===== src/rtl/rtr_sync_pkg.sv =====
package rtr_sync_pkg;
  localparam int unsigned CH_NUM   = 3;
  localparam int unsigned CODE_W   = 2;
  localparam int unsigned RD_LIMIT = 30;
  localparam logic [CODE_W-1:0] CODE_NONE = '1;
endpackage


===== src/rtl/rtr_code_latch.sv =====
module rtr_code_latch #(
  parameter int unsigned CODE_W = 2
) (
  input  logic              clk,
  input  logic              rst_n,
  input  logic              cap,
  input  logic [CODE_W-1:0] code_in,
  output logic [CODE_W-1:0] code_q
);
  logic [CODE_W-1:0] code_d;

  always_comb begin
    code_d = code_q;
    if (cap) code_d = code_in;
  end

  always_ff @(posedge clk or negedge rst_n) begin
    if (!rst_n) code_q <= '1;
    else        code_q <= code_d;
  end
endmodule


===== src/rtl/rtr_wr_steer.sv =====
module rtr_wr_steer #(
  parameter int unsigned CH_NUM = 3,
  parameter int unsigned CODE_W = 2
) (
  input  logic [CODE_W-1:0] code,
  input  logic              wr_req,
  input  logic [CH_NUM-1:0] full_in,
  output logic              full_sel,
  output logic [CH_NUM-1:0] wr_en
);
  // one select line per channel; codes at or above CH_NUM select nothing
  logic [CH_NUM-1:0] hit;

  for (genvar g = 0; g < CH_NUM; g++) begin : g_dec
    assign hit[g]   = (code == CODE_W'(g));
    assign wr_en[g] = wr_req & hit[g];
  end

  assign full_sel = |(hit & full_in);
endmodule


===== src/rtl/rtr_rd_watchdog.sv =====
module rtr_rd_watchdog #(
  parameter int unsigned LIMIT = 30
) (
  input  logic clk,
  input  logic rst_n,
  input  logic vld,
  input  logic rd,
  output logic fire
);
  localparam int unsigned CW = (LIMIT > 1) ? $clog2(LIMIT) : 1;
  localparam logic [CW-1:0] LAST = CW'(LIMIT - 1);

  logic [CW-1:0] cnt_q, cnt_d;
  logic          fire_d;
  logic          stall;

  assign stall = vld & ~rd;

  always_comb begin
    cnt_d  = '0;
    fire_d = 1'b0;
    if (stall) begin
      if (cnt_q == LAST) fire_d = 1'b1;
      else               cnt_d  = cnt_q + 1'b1;
    end
  end

  always_ff @(posedge clk or negedge rst_n) begin
    if (!rst_n) begin
      cnt_q <= '0;
      fire  <= 1'b0;
    end else begin
      cnt_q <= cnt_d;
      fire  <= fire_d;
    end
  end
endmodule


===== src/rtl/rtr_chan_sync.sv =====
module rtr_chan_sync
  import rtr_sync_pkg::*;
#(
  parameter int unsigned N_CH    = CH_NUM,
  parameter int unsigned A_W     = CODE_W,
  parameter int unsigned TIMEOUT = RD_LIMIT
) (
  input  logic            clk,
  input  logic            rst_n,
  input  logic            addr_capture,
  input  logic [A_W-1:0]  hdr_addr,
  input  logic            wr_req,
  input  logic [N_CH-1:0] rd_en,
  input  logic [N_CH-1:0] fifo_full,
  input  logic [N_CH-1:0] fifo_empty,
  output logic            sel_full,
  output logic [N_CH-1:0] wr_en,
  output logic [N_CH-1:0] vld,
  output logic [N_CH-1:0] soft_rst
);
  logic [A_W-1:0] code_q;

  rtr_code_latch #(.CODE_W(A_W)) u_latch (
    .clk     (clk),
    .rst_n   (rst_n),
    .cap     (addr_capture),
    .code_in (hdr_addr),
    .code_q  (code_q)
  );

  rtr_wr_steer #(.CH_NUM(N_CH), .CODE_W(A_W)) u_steer (
    .code     (code_q),
    .wr_req   (wr_req),
    .full_in  (fifo_full),
    .full_sel (sel_full),
    .wr_en    (wr_en)
  );

  assign vld = ~fifo_empty;

  for (genvar g = 0; g < N_CH; g++) begin : g_wd
    rtr_rd_watchdog #(.LIMIT(TIMEOUT)) u_wd (
      .clk   (clk),
      .rst_n (rst_n),
      .vld   (vld[g]),
      .rd    (rd_en[g]),
      .fire  (soft_rst[g])
    );
  end
endmodule


===== config.mk =====
export PLATFORM = sky130hd
export DESIGN_NAME = rtr_chan_sync
export DESIGN_NICKNAME = d
export VERILOG_FILES = /design/src/rtl/rtr_sync_pkg.sv /design/src/rtl/rtr_code_latch.sv /design/src/rtl/rtr_wr_steer.sv /design/src/rtl/rtr_rd_watchdog.sv /design/src/rtl/rtr_chan_sync.sv
export SDC_FILE = /design/constraint.sdc
export NUM_CORES = 1
export LEC_CHECK = 0
export ABC_AREA = 1
export BUFFER_PORTS_ARGS = -buffer_cell sky130_fd_sc_hd__buf_4
export CORE_ASPECT_RATIO = 1.75
export CORE_MARGIN = 2
export CORE_UTILIZATION = 48
export CTS_BUF_LIST = sky130_fd_sc_hd__clkbuf_4 sky130_fd_sc_hd__clkbuf_8 sky130_fd_sc_hd__clkbuf_16
export DETAILED_ROUTE_END_ITERATION = 16
export PLACE_DENSITY = 0.75
export SYNTH_ARGS = -nofsm -noshare
export SYNTH_HDL_FRONTEND = slang
export SYNTH_SLANG_ARGS = --single-unit

===== constraint.sdc =====
create_clock -name clk -period 1.1 [get_ports clk]
set_clock_uncertainty 0.1 [all_clocks]
set_input_delay 0.055 -clock clk [delete_from_list [all_inputs] [get_ports clk]]
set_output_delay 0.055 -clock clk [all_outputs]
set_load 0.05 [all_outputs]

==> reports/results.ini, run 1 <==
[status]
status = finished with violations
failed_checks = negative setup slack

[timing]
fin_ws_ns = -0.3258
report.final.slew_viol_count = 0
post_route_setup_tns_ns = -1.827
maxSlewHeadroom_pct = 81.74
setup_violations = 19
min_period_over_period_pct = 129.6
grt_setup_unrepaired = yes
finalCriticalPeriod_ns = 1.426
tightest_pin_transition_ns = 0.2736
report.final.hold_viol_count = 0
whs_ns = 0.1125
achievable-frequency_ghz = 0.7014

[clock_network]
htree_levels = 1
tritoncts = built
root_buffer = clkbuf_8
clock_sink_count = 20
clk_path_buf_depth = 2
clkLatencyLatePin_ns = 0.25
clk_transition_reported_paths_ns = 0.07
tritoncts.num_buffers = 3

[synthesis]
cell_area_after_synthesis_sq_um = 1150
ys_ff_latch = 20
yosys.cell_types.count = 20
yosysSeqAreaShare_pct = 43.74
synth_top_cell_by_area = dfrtp_1
synth_top_area_share_pct = 39.17
synth_area_per_cell_sq_um = 9.503
yosys-top-cells-area = dfrtp_1, ha_1, inv_1, nand2_4, nor2_2
netlist_instances = 121
yosysWarnings = 0
postSynthNetCount = 142

[power_and_ir_drop]
switching_power_total_mw = 0.4449
p_seq_share_pct = 48.1
share_clk_of_total_power_pct = 28.3
powerDensity_nw_per_um2 = 937.7
p_leak_nw = 0.8363
max-vdd-ir-drop_uv = 762.4
cell_internal_pwr_mw = 1.182
design_power_total_mw = 1.627
swShare_pct = 27.34
comb_power_share_pct = 23.6

[place]
gp_routability_congestion = 0.7158
place_ws_ns = -0.08010
place.detailed.instances = 174
placement.io_buffers = 24
dp_hpwl_microns = 1695

[worst_setup_path]
cpMaxStageDelayCell = dfstp_2
r2r_setup_slack_ns = -0.06
path_max_fanout = 4
timing.critical_path.to_type = output port
crit_top_cell = buf_4
ws_path_type = flop to output port
r2r-end = g_wd[2].u_wd.cnt_q[2]
critical_path.startpoint_type = flop
delay_of_the_slowest_critical_path_stage_ns = 0.59
timing.critical_path.cells = buf_4 > buf_4 > nor3_4 > buf_6
arrival_ns = 1.27
r2r_cells = 7
timing.rr.start = g_wd[2].u_wd.cnt_q[1]
critical_path_required_ns = 0.94

[cells_and_area]
area_delta_synth_final_pct = 50.92
antenna-diode-count = 0
final_layout_size_suffix_gt1_share_pct = 61.08
final_nets = 190
final_cell_count_no_fill = 192

[floorplanning]
dieWidth_microns = 41
initial_core_util_pct = 50.58
floorplan.die.height_microns = 68.75
ioPinCount = 25
core_region_area_sq_um = 2273
placement_rows = 23
die_area_sq_um = 2819

[drt]
viasPerCell = 5.010
route.antenna.remaining_nets = 0
routedWlPerCell_microns = 12.92
wirelength_microns = 2480
drc = 0
drt_pre_antenna_iters = 4
vias = 962
drt_iter0_drc = 17

[global_routing]
track_usage_pct = 19.47
first_global_vias = 931
grt-ovfl-total = 0
global_route_wire_length_before_repair_microns = 3657
maximum_number_of_pins_on_one_net_before_global_route_repair = 21
antenna_violations_before_repair = 0

[job]
timing.max_cap.violations = 0

[worst_hold_path]
hold_path_class = primary input to async pin

==> cells in the final DEF, fill, tap and decap left out, types with 3 or more instances in the layout <==
cell type / netlist / layout
nand2_1: 14 / 11
dlygate4sd3_1: 0 / 11
nand3_2: 3 / 7
inv_1: 18 / 12
nor2_4: 2 / 3
nor2_2: 9 / 12
nand3_1: 10 / 5
nor3_4: 0 / 5
ha_2: 0 / 4
dfrtp_1: 18 / 16
buf_4: 6 / 34
xnor2_1: 3 / 3
inv_2: 3 / 7
clkbuf_8: 0 / 3
a21oi_2: 3 / 3
nand2_2: 0 / 3
buf_6: 0 / 3
nand4_1: 3 / 3
nand2_4: 6 / 6
==> worst max path at each step <==
stage | from | endpoint | cells past startpoint
global route | u_latch.code_q[0] | wr_en[0] | 4
global placement | u_latch.code_q[0] | wr_en[1] | 3
CTS | u_latch.code_q[0] | wr_en[0] | 4
finish | u_latch.code_q[0] | wr_en[0] | 4
floorplan | u_latch.code_q[0] | wr_en[1] | 2
detailed placement | u_latch.code_q[0] | wr_en[1] | 3
==> timing repair <==
action                                  in CTS  in global routing
pin swaps                                    9                  8
buffers inserted                             2                  2
hold endpoints to repair                    27                  0
hold buffers                                11                  0
gates resized for setup                     20                 15
endpoints found under the setup margin      21                 23
==> per-layer routing <==
| layer | global-route usage, % | part of all wire [%] | vias up |
|---|---|---|---|
| met5 | 0 | 0 | - |
| met4 | 6.250 | 1.4 | 0 |
| met3 | 1.923 | 3.1 | 5 |
| met2 | 41.02 | 67 | 22 |
| met1 | 16.07 | 29 | 471 |
| li1 | - | - | 464 |
==> sequential cells by signal (all words and copies together), names as in the netlist <==
name,cells
g_wd.u_wd.fire,3
g_wd.u_wd.cnt_q,15
u_latch.code_q,2
==> through the flow <==
step | area (sq um) | utilization (%)
final | 1735 | 76.33
after global routing | 1735 | 76.33
after CTS | 1663 | 73.14
after detailed placement | 1436 | 63.18
after global placement | 1436 | 63.18
after floorplan | 1195 | -
==> critical path: cells and delay by family, from the launching register on <==
| family | cells | cell delay (ns) |
|---|---|---|
| buf+inv | 3 | 0.38 |
| simple gates | 1 | 0.04 |
| flops | 1 | 0.59 |
==> power groups by stage <==
stage          Combinational, mW  Clock (mW)  Sequential, mW
2_1_floorplan              0.159           0           0.793
3_3_place_gp               0.292           0           0.788
3_5_place_dp               0.299           0           0.789
4_1_cts                    0.362       0.464           0.779
5_1_grt                    0.414       0.498           0.784
6_report                   0.385       0.460           0.783
==> cell families (layout without fill, tap and decap cells) <==
group	after synthesis	count (layout)	synth area share [%]
AOI/OAI and AO/OA	5	5	3.156
adders and majority gates	6	6	6.529
and+or+nand+nor	60	60	33.51
buffers and inverters	27	73	10.77
DFF	20	20	43.74
xor gates and xnor gates	3	3	2.286
==> final cells by class <==
cell class                      instances  area [sq um]
Fill cell                             160         538.0
Clock buffer                            3         41.29
Tap cell                               25         31.28
Multi-Input combinational cell         74         659.4
Sequential cell                        20         505.5
Inverter                               21         83.83
Timing Repair Buffer                   49         414.1
==> Yosys cell counts <==
library cell / number
nand2_4: 6
inv_2: 3
nand2_1: 14
inv_1: 18
xnor2_1: 3
a21oi_2: 3
ha_1: 6
dfrtp_1: 18
o21ai_0: 2
dfstp_2: 2
nor3_2: 3
nor2_2: 9
nand4_1: 3
nor2_4: 2
nand3_2: 3
nor2_8: 1
nor3_1: 3
nand3_1: 10
buf_4: 6
nor2_1: 6
Note: power is estimated with default switching activity, not from simulation.
==> run 2: changes to the inputs <==
Settings changed: CORE_UTILIZATION 48 to 47, PLACE_DENSITY 0.75 to 0.74, SETUP_SLACK_MARGIN set to 0.3, SLEW_MARGIN set to 20, SYNTH_HIERARCHICAL set to 1.
==> run 2 against run 1 <==
  * Largest power group unchanged
  * The flow finishes with violations (negative hold slack, negative setup slack)
  * Count of clock-buffer cells in the layout grew 1
  * Combinational power decreased by 9.4%
  * Utilization decreased by 2.9 points
  * Die area down 1.4%
  * Non-clock buffer count shrank 9
==> reports/results.ini, run 2 <==
[status]
status = finished with violations  ; unchanged
failed_checks = negative hold slack, negative setup slack  ; was negative setup slack

[worst_hold_path]
hold_path_class = primary input to flop  ; was primary input to async pin
hold_path_depth = 2
hold_path_end = g_wd[1].u_wd/fire
worstHoldStart = rd_en[1]

[timing]
setup_violations = 20  ; was 19
maxSlewHeadroom_pct = 81.40  ; was 81.74%
fin_ws_ns = -0.2888  ; was -0.3258 ns
tightest_pin_transition_ns = 0.2787  ; was 0.2736 ns
whs_ns = -0.1418  ; was 0.1125 ns
report.final.slew_viol_count = 0  ; unchanged
finalCriticalPeriod_ns = 1.389  ; was 1.426 ns
achievable-frequency_ghz = 0.7201  ; was 0.7014 GHz
min_period_over_period_pct = 126.3  ; was 129.6%
grt_setup_unrepaired = yes  ; unchanged
report.final.hold_viol_count = 7  ; was 0

[worst_setup_path]
delay_of_the_slowest_critical_path_stage_ns = 0.58  ; was 0.59 ns
critical_path_required_ns = 0.94  ; about the same
worstSetupStartpoint = u_latch/code_q[1]  ; was u_latch.code_q[0]
arrival_ns = 1.23  ; was 1.27 ns
timing.critical_path.to_type = output port  ; unchanged
ws_path_type = flop to output port  ; unchanged
timing.critical_path.cells = inv_4 > nor3_4 > buf_6  ; was buf_4 > buf_4 > nor3_4 > buf_6
cpMaxStageDelayCell = dfstp_2  ; unchanged
r2r_setup_slack_ns = -0.07  ; was -0.06 ns
timing.critical_path.buf_inv = 2  ; was 3
r2r_cells = 7  ; unchanged
path_max_fanout = 3  ; was 4
r2r-end = g_wd[0].u_wd/cnt_q[3]  ; was g_wd[2].u_wd.cnt_q[2]
critical_path.top_delay_family = flip-flops  ; unchanged
timing.rr.start = g_wd[0].u_wd/cnt_q[1]  ; was g_wd[2].u_wd.cnt_q[1]
critical_path.startpoint_type = flop  ; unchanged

[clock_network]
hold_buffer_count_at_cts = 4  ; was 11
clk_transition_reported_paths_ns = 0.07  ; about the same
clock_sink_count = 20  ; unchanged
tritoncts.num_buffers = 3  ; unchanged
clkLatencyLatePin_ns = 0.26  ; was 0.25 ns
root_buffer = clkbuf_8  ; unchanged
tritoncts = built  ; unchanged
clk_path_buf_depth = 2  ; unchanged
htree_levels = 1  ; unchanged

[drt]
drt_iter0_drc = 7  ; was 17
drc = 0  ; unchanged
metal3_wl_microns = 82  ; was 78 microns
wirelength_microns = 2345  ; was 2480 microns
met2WireLength_microns = 1463  ; was 1650 microns
routedWlPerCell_microns = 12.34  ; was 12.92 microns
viasPerCell = 4.821  ; was 5.010
vias = 916  ; was 962
route.antenna.remaining_nets = 0  ; unchanged
route.top_layer_used = met4  ; unchanged
drt_pre_antenna_iters = 4  ; unchanged
met1Wirelength_microns = 772  ; was 716 microns

[synthesis]
netlist_instances = 121  ; unchanged
post-synth-top-count-cell = inv_1
yosysWarnings = 6  ; was 0
yosysSeqAreaShare_pct = 45.37  ; was 43.74%
synth_area_per_cell_sq_um = 9.162  ; was 9.503 sq um
ys_ff_latch = 20  ; unchanged
netlist_top_cells_count = inv_1, dfrtp_1, nand2_1  ; was dfrtp_1, inv_1, nand2_1
cell_area_after_synthesis_sq_um = 1109  ; was 1150 sq um
synth_top_area_share_pct = 40.63  ; was 39.17%
ys_dominant_reg_cell = dfrtp_1  ; unchanged
ys_async_sr_fraction_pct = 100.0  ; unchanged
yosys.cell_types.count = 16  ; was 20
yosys-top-cells-area = dfrtp_1, nor2_2, ha_1, inv_1, nand2_1  ; was dfrtp_1, ha_1, inv_1, nand2_4, nor2_2
synth_edf_count = 0  ; unchanged
postSynthNetCount = 142  ; unchanged
synth_top_cell_by_area = dfrtp_1  ; unchanged

[power_and_ir_drop]
switching_power_total_mw = 0.4584  ; was 0.4449 mW
cell_internal_pwr_mw = 1.229  ; was 1.182 mW
design_power_total_mw = 1.687  ; was 1.627 mW
swShare_pct = 27.17  ; was 27.34%
max-vdd-ir-drop_uv = 796.5  ; was 762.4 uV
powerDensity_nw_per_um2 = 1010  ; was 937.7 nW/um^2
p_leak_nw = 0.8281  ; was 0.8363 nW
share_clk_of_total_power_pct = 33.0  ; was 28.3%
p_seq_share_pct = 46.3  ; was 48.1%
comb_power_share_pct = 20.7  ; was 23.6%

[cells_and_area]
largestRegisters = g_wd.u_wd/cnt_q (15), g_wd.u_wd/fire (3), u_latch/code_q (2)  ; was g_wd.u_wd.cnt_q (15), g_wd.u_wd.fire (3), u_latch.code_q (2)
antenna-diode-count = 0  ; unchanged
final_nets = 187  ; was 190
largest_reg_flops = 15  ; unchanged
area_delta_synth_final_pct = 50.68  ; was 50.92%
leading_cell_type_in_the_layout_fill_and_taps_excluded = buf_4  ; unchanged
postLayoutCoreUtil_pct = 73.47  ; was 76.33%
top_register = g_wd.u_wd/cnt_q  ; was g_wd.u_wd.cnt_q
final_layout_size_suffix_gt1_share_pct = 61.21  ; was 61.08%
final_cell_count_no_fill = 190  ; was 192
mostFrequentLayoutCells = buf_4, dfrtp_1, inv_1, nand2_1, nor2_2  ; was buf_4, dfrtp_1, inv_1, nor2_2

[floorplanning]
core_region_area_sq_um = 2273  ; unchanged
floorplan.die.height_microns = 68.25  ; was 68.75 microns
die_area_sq_um = 2778  ; was 2819 sq um
ioPinCount = 25  ; unchanged
dieWidth_microns = 40.71  ; was 41 microns
placement_rows = 23  ; unchanged
initial_core_util_pct = 48.76  ; was 50.58%

[job]
timing.max_cap.violations = 0  ; unchanged

[global_routing]
first_global_vias = 892  ; was 931
track_usage_pct = 20.47  ; was 19.47%
antenna_violations_before_repair = 0  ; unchanged
maximum_number_of_pins_on_one_net_before_global_route_repair = 21  ; unchanged
grt-ovfl-total = 0  ; unchanged
global_route_wire_length_before_repair_microns = 3691  ; was 3657 microns

[place]
place.detailed.instances = 179  ; was 174
place_ws_ns = -0.07298  ; was -0.08010 ns
placement.io_buffers = 24  ; unchanged
gp_routability_congestion = 0.7151  ; was 0.7158
dp_hpwl_microns = 1713  ; was 1695 microns

==> run 2: changes by cell type after synthesis, sizes merged <==
cell,previous run,this run
o21ai,2,0
buf,6,0
nand2,20,24
inv,21,25
==> run 2: what timing repair did <==
action / CTS / global route
resized for setup: 15 / 11
setup buffers: 2 / 1
pin swaps: 2 / 7
hold endpoints to repair: 30 / 5
setup endpoints to repair: 27 / 27
==> run 2: worst max-delay path by stage <==
| stage | to | slack (ns) | cells past startpoint |
|---|---|---|---|
| after floorplan | wr_en[1] | -0.17 | 2 |
| after global placement | g_wd[2].u_wd/cnt_q[4] | -0.04 | 5 |
| after detailed placement | g_wd[2].u_wd/cnt_q[4] | -0.07 | 5 |
| after CTS | wr_en[2] | -0.30 | 3 |
| after global routing | wr_en[1] | -0.34 | 3 |
| final | wr_en[2] | -0.29 | 3 |
==> run 2: cells by family (layout without fill, tap and decap cells) <==
family / after synthesis / in the layout / synth area share (%)
AO/OA/AOI/OAI: 3 / 3 / 2.371
XOR/XNOR: 3 / 3 / 2.371
adder cells (fa/ha/maj): 6 / 6 / 6.772
buffers and inverters: 25 / 69 / 8.465
flip-flops: 20 / 20 / 45.37
AND/OR/NAND/NOR: 64 / 64 / 34.65
==> run 2: per-stage QoR <==
step | cell area, sq um | setup TNS (ns)
floorplan | 1164 | -0.4640
detailed placement | 1443 | -0.6435
global route | 1670 | -2.713
CTS | 1608 | -1.648
global placement | 1443 | -0.09966
finish | 1670 | -1.593
==> run 2: power by group through the flow <==
stage | combinational, mW | sequential, mW | clock, mW
final | 0.349 | 0.780 | 0.557
after global routing | 0.375 | 0.783 | 0.613
after CTS | 0.332 | 0.778 | 0.578
after detailed placement | 0.298 | 0.789 | 0
after global placement | 0.288 | 0.787 | 0
after floorplan | 0.157 | 0.795 | 0
==> run 2: worst register-to-register path, stage by stage, from the launching register on <==
cell	delay, ns
dfrtp_1	0.38
inv_1	0.05
ha_2	0.18
nand2_2	0.06
inv_2	0.04
nand2_4	0.11
nand2_8	0.08
a21oi_2	0.11
==> run 2: cell type report <==
class,instances,area [sq um]
clock buffer,4,55.05
inverter,25,98.84
tap,25,31.28
timing repair buffer,40,336.6
fill,167,603.1
sequential,20,504.2
multi-input combinational,76,644.4
==> run 2: metal layers <==
metal | vias up | track usage (%)
li1 | 456 | -
met2 | 20 | 38.10
met4 | 0 | 10.00
met3 | 2 | 4.870
met5 | - | 0
met1 | 438 | 18.91
==> run 3: changes to the inputs <==
Settings changed: REMOVE_ABC_BUFFERS set to 1.
==> run 3 against run 2 <==
  * The flow still finishes with violations (negative hold slack, negative setup slack)
  * Utilization decreased by 3.5 points
  * Non-clock buffer count fell by 2
  * Cell area is 4.8% lower
  * Sequential share of layout area increased by 1.4 points
  * Worst hold slack better by 0.0040 ns
  * Combinational power fell by 11%
  * Worst setup slack got worse by 0.010 ns
  * Count of clock-buffer cells in the layout unchanged
  * Register-to-register slack about the same
  * Clock power is 2% lower
  * Fmax is 0.71% lower
==> reports/results.ini, run 3 (same netlist as run 2, synthesis figures left out) <==
[clock_network]
clk_path_buf_depth = 2  ; unchanged
tritoncts.num_buffers = 3  ; unchanged
clk_transition_reported_paths_ns = 0.07  ; about the same
hold_buffer_count_at_cts = 4  ; unchanged
clkLatencyLatePin_ns = 0.26  ; about the same
root_buffer = clkbuf_8  ; unchanged
clock_sink_count = 20  ; unchanged
htree_levels = 1  ; unchanged
tritoncts = built  ; unchanged

[floorplanning]
floorplan.die.height_microns = 68.25  ; unchanged
die_area_sq_um = 2778  ; unchanged
ioPinCount = 25  ; unchanged
initial_core_util_pct = 48.76  ; unchanged
placement_rows = 23  ; unchanged
dieWidth_microns = 40.71  ; unchanged
core_region_area_sq_um = 2273  ; unchanged

[cells_and_area]
final_cell_count_no_fill = 188  ; was 190
final_nets = 185  ; was 187
final_area_sq_um = 1590  ; was 1670 sq um
largest_reg_flops = 15  ; unchanged
postLayoutCoreUtil_pct = 69.95  ; was 73.47%
top_register = g_wd.u_wd/cnt_q  ; unchanged
leading_cell_type_in_the_layout_fill_and_taps_excluded = buf_4  ; unchanged
final_layout_size_suffix_gt1_share_pct = 56.44  ; was 61.21%
largestRegisters = g_wd.u_wd/cnt_q (15), g_wd.u_wd/fire (3), u_latch/code_q (2)  ; unchanged
area_delta_synth_final_pct = 43.45  ; was 50.68%
antenna-diode-count = 0  ; unchanged
mostFrequentLayoutCells = buf_4, dfrtp_1, inv_1  ; was buf_4, dfrtp_1, inv_1, nand2_1, nor2_2

[worst_setup_path]
path_max_fanout = 5  ; was 3
arrival_ns = 1.24  ; was 1.23 ns
critical_path_required_ns = 0.94  ; about the same
r2r_cells = 7  ; unchanged
ws_path_type = flop to output port  ; unchanged
r2r_setup_slack_ns = -0.06  ; was -0.07 ns
critical_path.startpoint_type = flop  ; unchanged
timing.critical_path.to_type = output port  ; unchanged

[power_and_ir_drop]
design_power_total_mw = 1.636  ; was 1.687 mW
powerDensity_nw_per_um2 = 1029  ; was 1010 nW/um^2
comb_power_share_pct = 19.0  ; was 20.7%
p_seq_share_pct = 47.6  ; was 46.3%
cell_internal_pwr_mw = 1.210  ; was 1.229 mW
share_clk_of_total_power_pct = 33.4  ; was 33.0%
p_leak_nw = 0.8064  ; was 0.8281 nW
swShare_pct = 26.03  ; was 27.17%
switching_power_total_mw = 0.4259  ; was 0.4584 mW
max-vdd-ir-drop_uv = 877.0  ; was 796.5 uV

[timing]
achievable-frequency_ghz = 0.7149  ; was 0.7201 GHz
finalCriticalPeriod_ns = 1.399  ; was 1.389 ns
report.final.slew_viol_count = 0  ; unchanged
min_period_over_period_pct = 127.2  ; was 126.3%
fin_ws_ns = -0.2988  ; was -0.2888 ns
maxSlewHeadroom_pct = 83.43  ; was 81.40%
setup_violations = 19  ; was 20
post_route_setup_tns_ns = -1.508  ; was -1.593 ns
tightest_pin_transition_ns = 0.2485  ; was 0.2787 ns
report.final.hold_viol_count = 6  ; was 7
grt_setup_unrepaired = yes  ; unchanged
whs_ns = -0.1378  ; was -0.1418 ns

[job]
timing.max_cap.violations = 0  ; unchanged

[drt]
routedWlPerCell_microns = 11.39  ; was 12.34 microns
drt_iter0_drc = 7  ; unchanged
vias = 891  ; was 916
drc = 0  ; unchanged
viasPerCell = 4.739  ; was 4.821
wirelength_microns = 2142  ; was 2345 microns
drt_pre_antenna_iters = 4  ; unchanged
route.antenna.remaining_nets = 0  ; unchanged

[place]
gp_routability_congestion = 0.7229  ; was 0.7151
place.detailed.instances = 177  ; was 179
place_area_sq_um = 1373  ; was 1443 sq um
place_ws_ns = -0.09025  ; was -0.07298 ns
placement.io_buffers = 24  ; unchanged
dp_hpwl_microns = 1596  ; was 1713 microns

[worst_hold_path]
hold_path_class = primary input to flop  ; unchanged
hold_path_depth = 2  ; unchanged

[global_routing]
first_global_vias = 933  ; was 892
maximum_number_of_pins_on_one_net_before_global_route_repair = 21  ; unchanged
track_usage_pct = 18.83  ; was 20.47%
global_route_wire_length_before_repair_microns = 3594  ; was 3691 microns
grt-ovfl-total = 0  ; unchanged
antenna_violations_before_repair = 0  ; unchanged

[status]
status = finished with violations  ; unchanged
failed_checks = negative hold slack, negative setup slack  ; unchanged

==> run 3: cell count changes in the layout (fill, tap and decap cells not counted), moves of 2 or more <==
cell     previous run  this run
nand3_2             8         6
buf_4              29        27
ha_4                2         0
ha_2                4         6
inv_1              15        17
nand3_1             4         7
==> run 3: worst paths after layout <==
check,from,to
max,u_latch/code_q[1],wr_en[2]
min,rd_en[0],g_wd[0].u_wd/fire
max reg2reg,g_wd[2].u_wd/cnt_q[1],g_wd[2].u_wd/cnt_q[3]
min reg2reg,u_latch/code_q[1],u_latch/code_q[1]
max in group asynchronous,rst_n,u_latch/code_q[0]
min in group asynchronous,rst_n,g_wd[0].u_wd/cnt_q[4]
==> run 3: routing by layer <==
layer  GRT usage (%)  vias to the layer above  part of all wire (%)
li1                -                      456                     -
met4           6.250                        0                  0.61
met5               0                        -                     0
met2           36.31                       20                    59
met1           18.55                      413                    36
met3           2.922                        2                   3.9
==> run 3: worst max-delay path: stages, from the launching register on <==
cell	delay, ns
dfstp_2	0.59
inv_4	0.06
nor3_4	0.16
buf_6	0.18
==> run 3: area by class of cell <==
type	instances	area [sq um]
fill	167	683.2
clock buffer	4	55.05
tap	25	31.28
multi-input combinational	76	583.1
sequential	20	503.0
inverter	25	96.34
timing repair buffer	38	321.6
==> run 3: power by group through the flow <==
| stage | sequential, mW | clock (mW) | combinational, mW |
|---|---|---|---|
| CTS | 0.776 | 0.562 | 0.293 |
| floorplan | 0.788 | 0 | 0.137 |
| global route | 0.780 | 0.584 | 0.339 |
| detailed placement | 0.790 | 0 | 0.254 |
| global placement | 0.787 | 0 | 0.248 |
| finish | 0.778 | 0.547 | 0.311 |
==> run 3: timing repair <==
item                       CTS  global route
pin swaps                   13             5
hold endpoints to repair    28             4
buffers inserted             2             1
gates resized for setup     20             8
setup endpoints to repair   27            27
